## src/rtl/mbif_pkg.sv

```systemverilog
package mbif_pkg;
  localparam int ADDR_W    = 6;
  localparam logic [ADDR_W-1:0] FLAG_OFS = 6'h30;
  localparam logic [ADDR_W-1:0] MASK_OFS = 6'h28;
  localparam int OVF_BIT   = 7;
  localparam int WARN_BIT  = 6;
  localparam int AVAIL_BIT = 5;
  localparam int FIFO_LOW  = 8;  // flags owned by FIFO mode
  localparam int DEAD_TOP  = 4;  // bits DEAD_TOP..0 unused in FIFO mode

  typedef struct packed {
    logic ovf;
    logic warn;
    logic avail;
  } fifo_evt_t;
endpackage

```

## src/rtl/mbif_rst_sync.sv

```systemverilog
module mbif_rst_sync #(
  parameter int STAGES = 2
) (
  input  logic clk,
  input  logic rst_n,
  output logic rst_sync_n
);
  logic [STAGES-1:0] chain_q;

  always_ff @(posedge clk or negedge rst_n) begin
    if (!rst_n) chain_q <= '0;
    else        chain_q <= {chain_q[STAGES-2:0], 1'b1};
  end

  assign rst_sync_n = chain_q[STAGES-1];
endmodule

```

## src/rtl/mbif_fifo_track.sv

```systemverilog
module mbif_fifo_track
  import mbif_pkg::*;
#(
  parameter int DEPTH = 6,
  parameter int WARN  = 5
) (
  input  logic      clk,
  input  logic      rst_n,
  input  logic      fifo_en,
  input  logic      push,
  input  logic      pop,
  output fifo_evt_t evt
);
  localparam int CNT_W = $clog2(DEPTH + 1);
  localparam logic [CNT_W-1:0] FULL     = CNT_W'(DEPTH);
  localparam logic [CNT_W-1:0] WARN_PRE = CNT_W'(WARN - 1);

  logic [CNT_W-1:0] cnt_q, cnt_d;
  logic             cnt_en;
  logic             push_only, pop_only;

  assign push_only = push && !pop;
  assign pop_only  = pop && !push;

  always_comb begin
    cnt_d = cnt_q;
    evt   = '0;
    if (!fifo_en) begin
      cnt_d = '0;
    end else begin
      if (push_only) begin
        if (cnt_q == FULL) evt.ovf = 1'b1;
        else               cnt_d   = cnt_q + 1'b1;
      end else if (pop_only && cnt_q != '0) begin
        cnt_d = cnt_q - 1'b1;
      end
      evt.warn  = push_only && (cnt_q == WARN_PRE);
      evt.avail = (cnt_d != '0);
    end
  end

  assign cnt_en = (cnt_d != cnt_q);

  always_ff @(posedge clk or negedge rst_n) begin
    if (!rst_n)      cnt_q <= '0;
    else if (cnt_en) cnt_q <= cnt_d;
  end

  // occupancy never passes the FIFO depth
  a_r10_cnt_bound: assert property (@(posedge clk) disable iff (!rst_n)
    cnt_q <= FULL);
  // an overflow leaves the FIFO full
  a_r10_ovf_full: assert property (@(posedge clk) disable iff (!rst_n)
    evt.ovf |=> cnt_q == FULL);
  // a combined push and pop holds the occupancy
  a_r11_push_pop_hold: assert property (@(posedge clk) disable iff (!rst_n)
    (fifo_en && push && pop) |=> $stable(cnt_q));
  // occupancy is cleared outside FIFO mode
  a_r13_idle_empty: assert property (@(posedge clk) disable iff (!rst_n)
    !fifo_en |=> cnt_q == '0);
endmodule

```

## src/rtl/mbif_flag_bank.sv

```systemverilog
module mbif_flag_bank
  import mbif_pkg::*;
#(
  parameter int NB = 32
) (
  input  logic          clk,
  input  logic          rst_n,
  input  logic          fifo_en,
  input  logic [NB-1:0] buf_event,
  input  fifo_evt_t     fifo_evt,
  input  logic [NB-1:0] clr_vec,
  output logic [NB-1:0] flags_q
);
  logic [NB-1:0] set_vec, flags_d;
  logic          flag_en;

  always_comb begin
    set_vec = buf_event;
    if (fifo_en) begin
      set_vec[FIFO_LOW-1:0] = '0;
      set_vec[OVF_BIT]      = fifo_evt.ovf;
      set_vec[WARN_BIT]     = fifo_evt.warn;
      set_vec[AVAIL_BIT]    = fifo_evt.avail;
    end
  end

  always_comb begin
    flags_d = (flags_q & ~clr_vec) | set_vec;
    if (fifo_en) flags_d[DEAD_TOP:0] = '0;
  end

  assign flag_en = (flags_d != flags_q);

  always_ff @(posedge clk or negedge rst_n) begin
    if (!rst_n)       flags_q <= '0;
    else if (flag_en) flags_q <= flags_d;
  end

  // a set is never lost to a clear in the same cycle
  a_r4_set_wins: assert property (@(posedge clk) disable iff (!rst_n)
    (|set_vec) |=> ((flags_q & $past(set_vec)) == $past(set_vec)));
  // a cleared flag with no set stays clear
  a_r3_w1c: assert property (@(posedge clk) disable iff (!rst_n)
    (|clr_vec) |=> ((flags_q & $past(clr_vec & ~set_vec)) == '0));
  // unused low flags read zero in FIFO mode
  a_r7_low_zero: assert property (@(posedge clk) disable iff (!rst_n)
    fifo_en |=> flags_q[DEAD_TOP:0] == '0);
endmodule

```

## src/rtl/mbif_irq_ctrl.sv

```systemverilog
module mbif_irq_ctrl
  import mbif_pkg::*;
#(
  parameter int NB         = 32,
  parameter int FIFO_DEPTH = 6,
  parameter int FIFO_WARN  = 5
) (
  input  logic              clk,
  input  logic              rst_n,
  input  logic              fifo_en,
  input  logic              abort_en,
  input  logic [NB-1:0]     buf_event,
  input  logic [NB-1:0]     buf_is_tx,
  input  logic              fifo_push,
  input  logic              fifo_pop,
  input  logic              reg_wr,
  input  logic [ADDR_W-1:0] reg_addr,
  input  logic [NB-1:0]     reg_wdata,
  output logic [NB-1:0]     reg_rdata,
  output logic              irq,
  output logic [NB-1:0]     wr_block
);
  logic          rst_sync_n;
  fifo_evt_t     fifo_evt;
  logic [NB-1:0] flags_q, mask_q, mask_d, clr_vec;
  logic          hit_flag, hit_mask, mask_en;

  mbif_rst_sync #(.STAGES(2)) i_rst_sync (
    .clk        (clk),
    .rst_n      (rst_n),
    .rst_sync_n (rst_sync_n)
  );

  mbif_fifo_track #(.DEPTH(FIFO_DEPTH), .WARN(FIFO_WARN)) i_fifo_track (
    .clk     (clk),
    .rst_n   (rst_sync_n),
    .fifo_en (fifo_en),
    .push    (fifo_push),
    .pop     (fifo_pop),
    .evt     (fifo_evt)
  );

  assign hit_flag = (reg_addr == FLAG_OFS);
  assign hit_mask = (reg_addr == MASK_OFS);
  assign clr_vec  = (reg_wr && hit_flag) ? reg_wdata : '0;

  mbif_flag_bank #(.NB(NB)) i_flag_bank (
    .clk       (clk),
    .rst_n     (rst_sync_n),
    .fifo_en   (fifo_en),
    .buf_event (buf_event),
    .fifo_evt  (fifo_evt),
    .clr_vec   (clr_vec),
    .flags_q   (flags_q)
  );

  // mask register: next state and register kept apart
  assign mask_en = reg_wr && hit_mask;
  assign mask_d  = reg_wdata;

  always_ff @(posedge clk or negedge rst_sync_n) begin
    if (!rst_sync_n)  mask_q <= '0;
    else if (mask_en) mask_q <= mask_d;
  end

  always_comb begin
    if (hit_flag)      reg_rdata = flags_q;
    else if (hit_mask) reg_rdata = mask_q;
    else               reg_rdata = '0;
  end

  assign irq = |(flags_q & mask_q);

  // one write-block lane per buffer; low lanes belong to the FIFO in FIFO mode
  for (genvar gi = 0; gi < NB; gi++) begin : g_lane
    if (gi < FIFO_LOW) begin : g_low
      assign wr_block[gi] = abort_en && !fifo_en && buf_is_tx[gi] && flags_q[gi];
    end else begin : g_high
      assign wr_block[gi] = abort_en && buf_is_tx[gi] && flags_q[gi];
    end
  end

  // no write block without abort mode
  a_r6_block_needs_abort: assert property (@(posedge clk) disable iff (!rst_sync_n)
    (|wr_block) |-> abort_en);
  // a zero mask keeps the interrupt low
  a_r5_mask_gates_irq: assert property (@(posedge clk) disable iff (!rst_sync_n)
    (mask_q == '0) |-> !irq);
  // writes to other offsets leave the mask alone
  a_r12_no_stray_mask: assert property (@(posedge clk) disable iff (!rst_sync_n)
    (reg_wr && !hit_mask) |=> $stable(mask_q));
endmodule

```

## config.mk

```make
export PLATFORM = sky130hd
export DESIGN_NAME = mbif_irq_ctrl
export DESIGN_NICKNAME = d
export VERILOG_FILES = /design/src/rtl/mbif_pkg.sv /design/src/rtl/mbif_rst_sync.sv /design/src/rtl/mbif_fifo_track.sv /design/src/rtl/mbif_flag_bank.sv /design/src/rtl/mbif_irq_ctrl.sv
export SDC_FILE = /design/constraint.sdc
export NUM_CORES = 1
export LEC_CHECK = 0
export BUFFER_PORTS_ARGS = -buffer_cell sky130_fd_sc_hd__buf_4
export CORE_ASPECT_RATIO = 1.75
export CORE_MARGIN = 3
export CORE_UTILIZATION = 40
export CTS_CLUSTER_DIAMETER = 60
export DETAILED_ROUTE_END_ITERATION = 12
export PLACE_DENSITY = 0.82
export SYNTH_ARGS = -nofsm -noshare
export SYNTH_HDL_FRONTEND = slang
export SYNTH_SLANG_ARGS = --single-unit
export TNS_END_PERCENT = 1
```

## constraint.sdc

```tcl
create_clock -name clk -period 2.2 [get_ports clk]
set_input_delay 0.44 -clock clk [delete_from_list [all_inputs] [get_ports clk]]
set_output_delay 0.44 -clock clk [all_outputs]
set_load 0.02 [all_outputs]
```

=== Yosys cells after proc, flatten, opt, wreduce, memory -nomap -nowiden ===
Cells that the tools add are included.
Widths: inputs -> output; s select.

* Bits in registers: 69
* Word-level logic and storage cells: 105
* Output and inout port bits: 65
* Bits of input ports: 109

* Bitwise gates (word level): 4
* Reduce and logical (&&, ||, !) cells: 77
* Eq/ne operators: 6
* Multiplexer cells: 12
* Add/sub/neg operators: 2

{| class="wikitable"
|+ Operator list
! cell !! number
|-
| $mux 32 || 3
|-
| $logic_and 1x1->1 || 71
|-
| $and 32x32->32 || 2
|-
| $ne 32x32->1 || 1
|-
| $not 32->32 || 1
|-
| $or 32x32->32 || 1
|-
| $reduce_or 32->1 || 1
|-
| $mux 3 || 5
|-
| $eq 6x6->1 const B || 2
|-
| $mux 8 || 1
|-
| $eq 3x3->1 const B || 2
|-
| $reduce_bool 3->1 || 2
|-
| $mux 5 || 1
|-
| $add 3x1->3 const B || 1
|-
| $logic_not 1->1 || 3
|-
| $ne 3x3->1 || 1
|-
| $sub 3x1->3 const B || 1
|-
| $mux 1 || 2
|}

=== Depth between registers and ports, before layout ===
Gate-level depths: netlist of the first run.

* Depth after elaboration: 11
* Gate-level depth with buffers: 7
* Depth with buffers taken out: 6

=== Modules after synthesis ===
A second synthesis of the first run with hierarchy kept.

* Cell total of the unflattened synthesis: 349
* Area total of the unflattened synthesis: 3868.7 um2

{| class="wikitable"
|+ By module, submodules not included
! module !! times used !! sequential area each (um2) !! cells each !! area an instance (um2)
|-
| mbif_irq_ctrl || 1 || 800.8 || 206 || 2289.7
|-
| mbif_flag_bank || 1 || 800.8 || 105 || 1213.7
|-
| mbif_fifo_track || 1 || 75.1 || 35 || 311.5
|-
| mbif_rst_sync || 1 || 50.0 || 3 || 53.8
|}

=== Worst setup path after synthesis of the first run ===
OpenSTA, ideal clock, no wires.

* Path type: input to output
* Start point: in reg_addr[1]
* End point: out reg_rdata[10]
* Buffers on the path: 2
* Path slack: 151 ps
* Cell stages on the path: 5
* Required time: 1760 ps
* Arrival: 1609 ps
* Cells stage by stage: nor4b_4 -> and2_0 -> clkbuf_1 -> buf_2 -> a22o_1

* Word-level cells in the longest chain between the ends: 3
* Elaborated cells on any way between the ends: 4

{| class="wikitable"
|+ RTL lines
! element !! line !! source
|-
| start: declaration || mbif_irq_ctrl.sv:17 || <nowiki>input logic [ADDR_W-1:0] reg_addr,</nowiki>
|-
| $eq 6x6->1 || mbif_irq_ctrl.sv:44 || <nowiki>assign hit_mask = (reg_addr == MASK_OFS);</nowiki>
|-
| $mux 32 || mbif_irq_ctrl.sv:68 || <nowiki>else if (hit_mask) reg_rdata = mask_q;</nowiki>
|-
| $mux 32 (*) || mbif_irq_ctrl.sv:67 || <nowiki>if (hit_flag) reg_rdata = flags_q;</nowiki>
|-
| end: declaration || mbif_irq_ctrl.sv:19 || <nowiki>output logic [NB-1:0] reg_rdata,</nowiki>
|}

Mark *: on every way between the ends. The rest lies on a longest branch, timed or not.

=== Worst setup path after layout of the first run ===
* Start point: reg mask_q[23]
* End point: out irq

* Word-level cells in the longest chain between the ends: 2

{| class="wikitable"
|+ RTL lines
! element !! line !! source
|-
| start: declaration || mbif_irq_ctrl.sv:25 || <nowiki>logic [NB-1:0] flags_q, mask_q, mask_d, clr_vec;</nowiki>
|-
| start signal: assignment || mbif_irq_ctrl.sv:63 || <nowiki>else if (mask_en) mask_q <= mask_d;</nowiki>
|-
| $and 32x32->32 || mbif_irq_ctrl.sv:72 || <nowiki>assign irq = |(flags_q & mask_q);</nowiki>
|-
| $reduce_or 32->1 || mbif_irq_ctrl.sv:72 ||
|-
| end: declaration || mbif_irq_ctrl.sv:20 || <nowiki>output logic irq,</nowiki>
|}

Every way passes these cells.

==> results of run 1 <==
==> synth_stat cells (2+ instances only) <==
cell      number
dfrtp_1       69
and3_1        35
a22o_1        32
mux2_4        30
nand2_1       30
a21o_1        24
a22oi_1       16
nand4_1       10
buf_2          9
nor2_1         8
clkbuf_1       7
a21oi_1        6
inv_1          6
nor2b_1        5
buf_6          4
ha_1           4
a221o_1        2
and2_1         2
mux2_2         2
mux2i_1        2
==> flip-flops by register name, indices dropped and copies added, names as in the netlist <==
name / count
i_fifo_track.cnt_q: 3
i_flag_bank.flags_q: 32
i_rst_sync.chain_q: 2
mask_q: 32
==> power breakdown <==
part	switching [mW]	leakage, nW	total [mW]	internal [mW]
Sequential	0.103	0.787	1.47	1.37
Combinational	0.251	1.83	0.627	0.377
Clock	0.496	0.139	1.34	0.847
==> final timing paths <==
check                           cells past startpoint  slack, ns             startpoint                       to
worst max-delay path                                4      -0.05             mask_q[23]                      irq
min in group asynchronous                           0       0.33  i_rst_sync.chain_q[1]  i_flag_bank.flags_q[11]
worst max register to register                      6       0.44  i_fifo_track.cnt_q[0]   i_flag_bank.flags_q[5]
worst min register to register                      0       0.33  i_rst_sync.chain_q[1]  i_flag_bank.flags_q[11]
worst min-delay path                                2       0.29          buf_event[23]  i_flag_bank.flags_q[23]
max in group asynchronous                           1       1.21  i_rst_sync.chain_q[1]               mask_q[22]
==> layer usage <==
layer,global-route usage (%),wire length [um]
met2,41.13,6445
met1,24.65,4297
met3,3.202,495
met4,14.98,571
met5,0,0
==> metrics by stage <==
stage | hold slack (ns) | power (mW)
floorplan | 0.1444 | 1.783
global route | 0.2813 | 3.570
detailed placement | 0.2259 | 2.106
finish | 0.2874 | 3.439
CTS | 0.2741 | 3.468
global placement | 0.2229 | 2.084
==> repair_timing <==
item                       in CTS  in global routing
setup endpoints to repair       1                  2
buffers inserted                2                  1
resized for setup               3                  2
hold buffers                    1                  0
hold endpoints to repair        2                  0
pin swaps                       2                  1
==> area by class of cell <==
class	instances	area, sq um
Clock buffer	14	274.0
Clock inverter	1	5.005
Fill cell	739	3308
Inverter	6	22.52
Multi-Input combinational cell	225	1804
Sequential cell	69	1728
Tap cell	117	146.4
Timing Repair Buffer	190	1495
==> layout by cell type (no fill, tap or decap), types with 5 or more instances in the layout <==
master	netlist	routed
a21o_1	24	24
a21oi_1	6	6
a22o_1	32	32
a22oi_1	16	14
and3_1	35	35
buf_12	0	5
buf_4	1	183
clkbuf_16	0	9
dfrtp_1	69	68
inv_1	6	6
mux2_4	30	30
nand2_1	30	30
nand4_1	10	10
nor2_1	8	8
nor2b_1	5	5
==> logic make-up after synthesis <==
| logic type | count (synthesis) | share of synthesized area (%) |
|---|---|---|
| flops | 69 | 47.15 |
| compound gates | 89 | 19.20 |
| simple gates | 97 | 14.73 |
| buf+inv | 27 | 3.997 |
| mux | 34 | 13.46 |
| fa+ha+maj | 4 | 1.367 |
| other cells | 1 | 0.1024 |
==> impl_metrics.ini, run 1 <==
[run_status]
status = finished, violations left
violations = setup timing

[yosys]
synthTopCellsByArea = dfrtp_1 (47%), mux2_4 (12%), a22o_1 (7.7%), and3_1 (6.0%), a21o_1 (4.9%)
ys_async_sr_fraction_pct = 100.0
avgSynthCellArea_sq_um = 11.41
ys_seq_area_share_pct = 47.15
ys_warn_count = 0
yosysTopAreaCell = dfrtp_1
syn_area_sq_um = 3662
synth_top_area_share_pct = 47.15
synth_cell_types = 38
synthCells = 321
synth_edf_count = 0
ys_seq_elements = 69
syn_nets = 434
synthFlopType = dfrtp_1

[cells_and_area]
finalInstanceArea_sq_um = 5475
nets = 614
layout-drive-gt1-share_pct = 47.92
final_core_utilization_pct = 62.34
syn_to_final_growth_pct = 49.50
fin_cells = 622
diodes = 0

[drt]
vias = 3347
wl_mm = 11.81
postRouteAntennaNets = 0
drc = 0
vias_per_cell = 5.381
first_pass_iters = 4
drtIter0Drc = 146
wl_per_cell_um = 18.99

[timing]
fin_setup_tns_ns = -0.05349
fin_crit_sh_pct = 102.4
rsz0062_at_grt = true
finalSetupViolations = 1
drv_slew = 0
min_period_ns = 2.253
max_freq_mhz = 443.8
hold_viol_final = 0
fin_skew_ns = 0.006467
fin_ws_ns = -0.05349
max_slew_margin_pct = 50.53
worstMarginPinSlew_ns = 0.7421

[placed_design]
numPlacedInstances = 603
place_congestion = 0.8948
pre_cts_slack_ns = 0.09514
place_area_sq_um = 5145
portBuffers = 173
dp_hpwl_mm = 8.981

[clocking]
cts-root-buf = clkbuf_16
clkSlewWorstSetupHoldPaths_ns = 0.05
insertion_delay_ns = 0.33
cts_inserted_buffers = 9
cts_tree = yes
h-tree-depth = 3
clockBufferDepth = 2
cts_sinks = 69

[critical_path]
path_buf_inv = 1
crit_required_ns = 1.76
startpoint_type = register
crit_fanout = 3
slowest_delay_ns = 0.53
timing_worst_setup_path_type = reg2out
end_kind = output pin
cp_cell_sequence = a22oi_1 -> nand4_1 -> or4_4 -> buf_6
arrival_ns = 1.81
crit_family = simple AND/OR/NAND/NOR gates
crit_slowest_cell = or4_4

[die]
initial_core_util_pct = 41.70
pin_count = 174
fp.dieArea_sq_um = 10390
die_x_um = 78.33
num_rows = 45
core_sq_um = 8783
die_h_um = 132.6

[global_route]
grt_pass1_vias = 3544
grt_max_degree = 36
grt_use_total_pct = 22.98
grt_pass1_wl_mm = 18.26
overflow = 0
antenna_found_initial = 0

[worst_hold_path]
hold_class = in2reg

[flow_run]
drv_cap = 0

[pwr]
vdd_drop_max_uv = 390.7
leakage_nw = 2.759
p_per_area_nw_per_um2 = 628.1
Power figures use the tool's default switching activity.
==> run 2, diff against run 1 <==
--- a/config.mk
+++ b/config.mk
@@ -6,12 +6,13 @@
 export NUM_CORES = 1
 export LEC_CHECK = 0
 export BUFFER_PORTS_ARGS = -buffer_cell sky130_fd_sc_hd__buf_4
+export CELL_PAD_IN_SITES_DETAIL_PLACEMENT = 1
+export CELL_PAD_IN_SITES_GLOBAL_PLACEMENT = 1
 export CORE_ASPECT_RATIO = 1.75
 export CORE_MARGIN = 3
-export CORE_UTILIZATION = 40
-export CTS_CLUSTER_DIAMETER = 60
+export CORE_UTILIZATION = 31
 export DETAILED_ROUTE_END_ITERATION = 12
-export PLACE_DENSITY = 0.82
+export PLACE_DENSITY = 0.85
 export SYNTH_ARGS = -nofsm -noshare
 export SYNTH_HDL_FRONTEND = slang
 export SYNTH_SLANG_ARGS = --single-unit
==> run 2 against run 1 <==
Compared with the run above: the run still ends with setup timing left; clock skew is 0.0024 ns higher; core utilization is 12 points lower; register-to-register slack got worse by 0.13 ns; via count increased by 5.2%; total power grew 10%; critical endpoint unchanged.
==> impl_metrics.ini, run 2 (synthesis results as in run 1) <==
[flow_run]
drv_cap = 0

[drt]
wl_mm = 14.03
drtIter0Drc = 104
drc = 0
vias = 3520
postRouteAntennaNets = 0
first_pass_iters = 4
vias_per_cell = 5.424
wl_per_cell_um = 21.62

[pwr]
seqPwrFrac_pct = 38.8
vdd_drop_max_uv = 384.4
p_comb_share_pct = 17.7
power.total_mw = 3.799
p_sw_share_pct = 23.77
p_sw_mw = 0.9028
p_int_mw = 2.896
power.clock.fraction_pct = 43.5
p_per_area_nw_per_um2 = 667.9
leakage_nw = 2.839

[cells_and_area]
syn_to_final_growth_pct = 55.31
top_regs = i_flag_bank.flags_q (32), mask_q (32), i_fifo_track.cnt_q (3)
diodes = 0
fillers = 1270
nets = 625
final_cell_mix = buf_4 (195), dfrtp_1 (67), and3_1 (35)
layout_commonest_cell = buf_4
final_core_utilization_pct = 50.08
layout-drive-gt1-share_pct = 51.64

[timing]
finalSetupViolations = 1
max_freq_mhz = 452.1
rsz0062_at_grt = true
hold_viol_final = 0
fin_setup_tns_ns = -0.01188
drv_slew = 0
fin_crit_sh_pct = 100.5
fin_skew_ns = 0.008820
min_period_ns = 2.212
fin_ws_ns = -0.01188

[clocking]
h-tree-depth = 3
cts_tree = yes
clkSlewWorstSetupHoldPaths_ns = 0.06
insertion_delay_ns = 0.33
cts_sinks = 69
cts_inserted_buffers = 9
clockBufferDepth = 2
cts-root-buf = clkbuf_16

[placed_design]
portBuffers = 173
pre_cts_slack_ns = 0.06196
place_congestion = 0.8489
dp_hpwl_mm = 10.99

[die]
pin_count = 174
initial_core_util_pct = 32.24
core_sq_um = 11360
num_rows = 51
die_x_um = 88.16
die_h_um = 149.8
fp.dieArea_sq_um = 13210

[critical_path]
startpoint_type = register
crit_slowest_cell = or4_4
r2r_cells = 6
arrival_ns = 1.77
crit_fanout = 4
end_kind = output pin
timing_worst_setup_path_type = reg2out
crit_required_ns = 1.76
reg2reg_setup_slack_ns = 0.31
slowest_delay_ns = 0.56
cp_cell_sequence = a22oi_2 -> nand4_1 -> or4_4 -> buf_6

[global_route]
grt_pass1_vias = 3923
overflow = 0
antenna_found_initial = 0
grt_use_total_pct = 21.46
grt_max_degree = 31
grt_pass1_wl_mm = 21.21

[run_status]
violations = setup timing
status = finished, violations left

[worst_hold_path]
hold_class = reg2async
## run 2: cell count changes in the layout (fill, tap and decap cells not counted)
cell	previous run	this run
dfrtp_2	1	2
bufinv_16	0	3
a22oi_1	14	2
a22oi_2	2	14
buf_4	183	195
dfrtp_1	68	67
clkbuf_8	3	1
buf_12	5	4
## run 2: cell type report
type / instances / area (sq um) / share of cell area [%]
clock buffers: 12 / 246.5 / 4.333
clock inverters: 4 / 95.09 / 1.672
inverters: 6 / 22.52 / 0.3960
multi-input cells: 225 / 1864 / 32.78
flip-flops and latches: 69 / 1729 / 30.40
well taps: 132 / 165.2 / 2.904
repair buffers: 201 / 1565 / 27.52
## run 2: worst max-delay path: cells and delay by family, from the launching register on
| family | cells | cell delay [ns] |
|---|---|---|
| compound gates | 1 | 0.21 |
| buf+inv | 1 | 0.15 |
| flops | 1 | 0.42 |
| simple gates | 2 | 0.67 |
## run 2: repair_timing
action	4_1_cts	5_1_grt
endpoints found under the hold margin	2	0
pin swaps	10	1
gates resized for setup	12	6
hold buffers	1	0
buffers inserted	9	3
endpoints found under the setup margin	1	3
## run 2: final timing paths
kind                                    startpoint                       to
max in group asynchronous    i_rst_sync.chain_q[1]  i_flag_bank.flags_q[31]
min in group clk                     buf_event[15]  i_flag_bank.flags_q[15]
hold reg to reg              i_rst_sync.chain_q[1]  i_flag_bank.flags_q[12]
hold / removal               i_rst_sync.chain_q[1]  i_flag_bank.flags_q[12]
setup / recovery           i_flag_bank.flags_q[11]                      irq
setup reg to reg             i_fifo_track.cnt_q[0]   i_flag_bank.flags_q[5]
## run 2: power by group through the flow
stage               registers [mW]  logic, mW  clock network (mW)
CTS                           1.47      0.674                1.68
detailed placement            1.48      0.649                   0
floorplan                     1.46      0.322                   0
global placement              1.47      0.625                   0
finish                        1.47      0.674                1.65
global route                  1.49      0.729                1.74
## run 2: through the flow
| step | std cells | area (sq um) | hold WS, ns |
|---|---|---|---|
| 3_5_place_dp | 620 | 5166 | 0.1421 |
| 2_1_floorplan | 321 | 3662 | 0.1444 |
| 6_report | 649 | 5688 | 0.1377 |
| 4_1_cts | 646 | 5643 | 0.1469 |
| 3_3_place_gp | 620 | 5166 | 0.1352 |
| 5_1_grt | 649 | 5688 | 0.1593 |
## run 2: routing by layer
metal,wire [um],vias to the layer above,track usage (%)
li1,-,1583,-
met1,4747,1747,21.95
met2,7975,150,40.22
met3,693,40,3.747
met4,616,0,10.82
met5,0,-,0
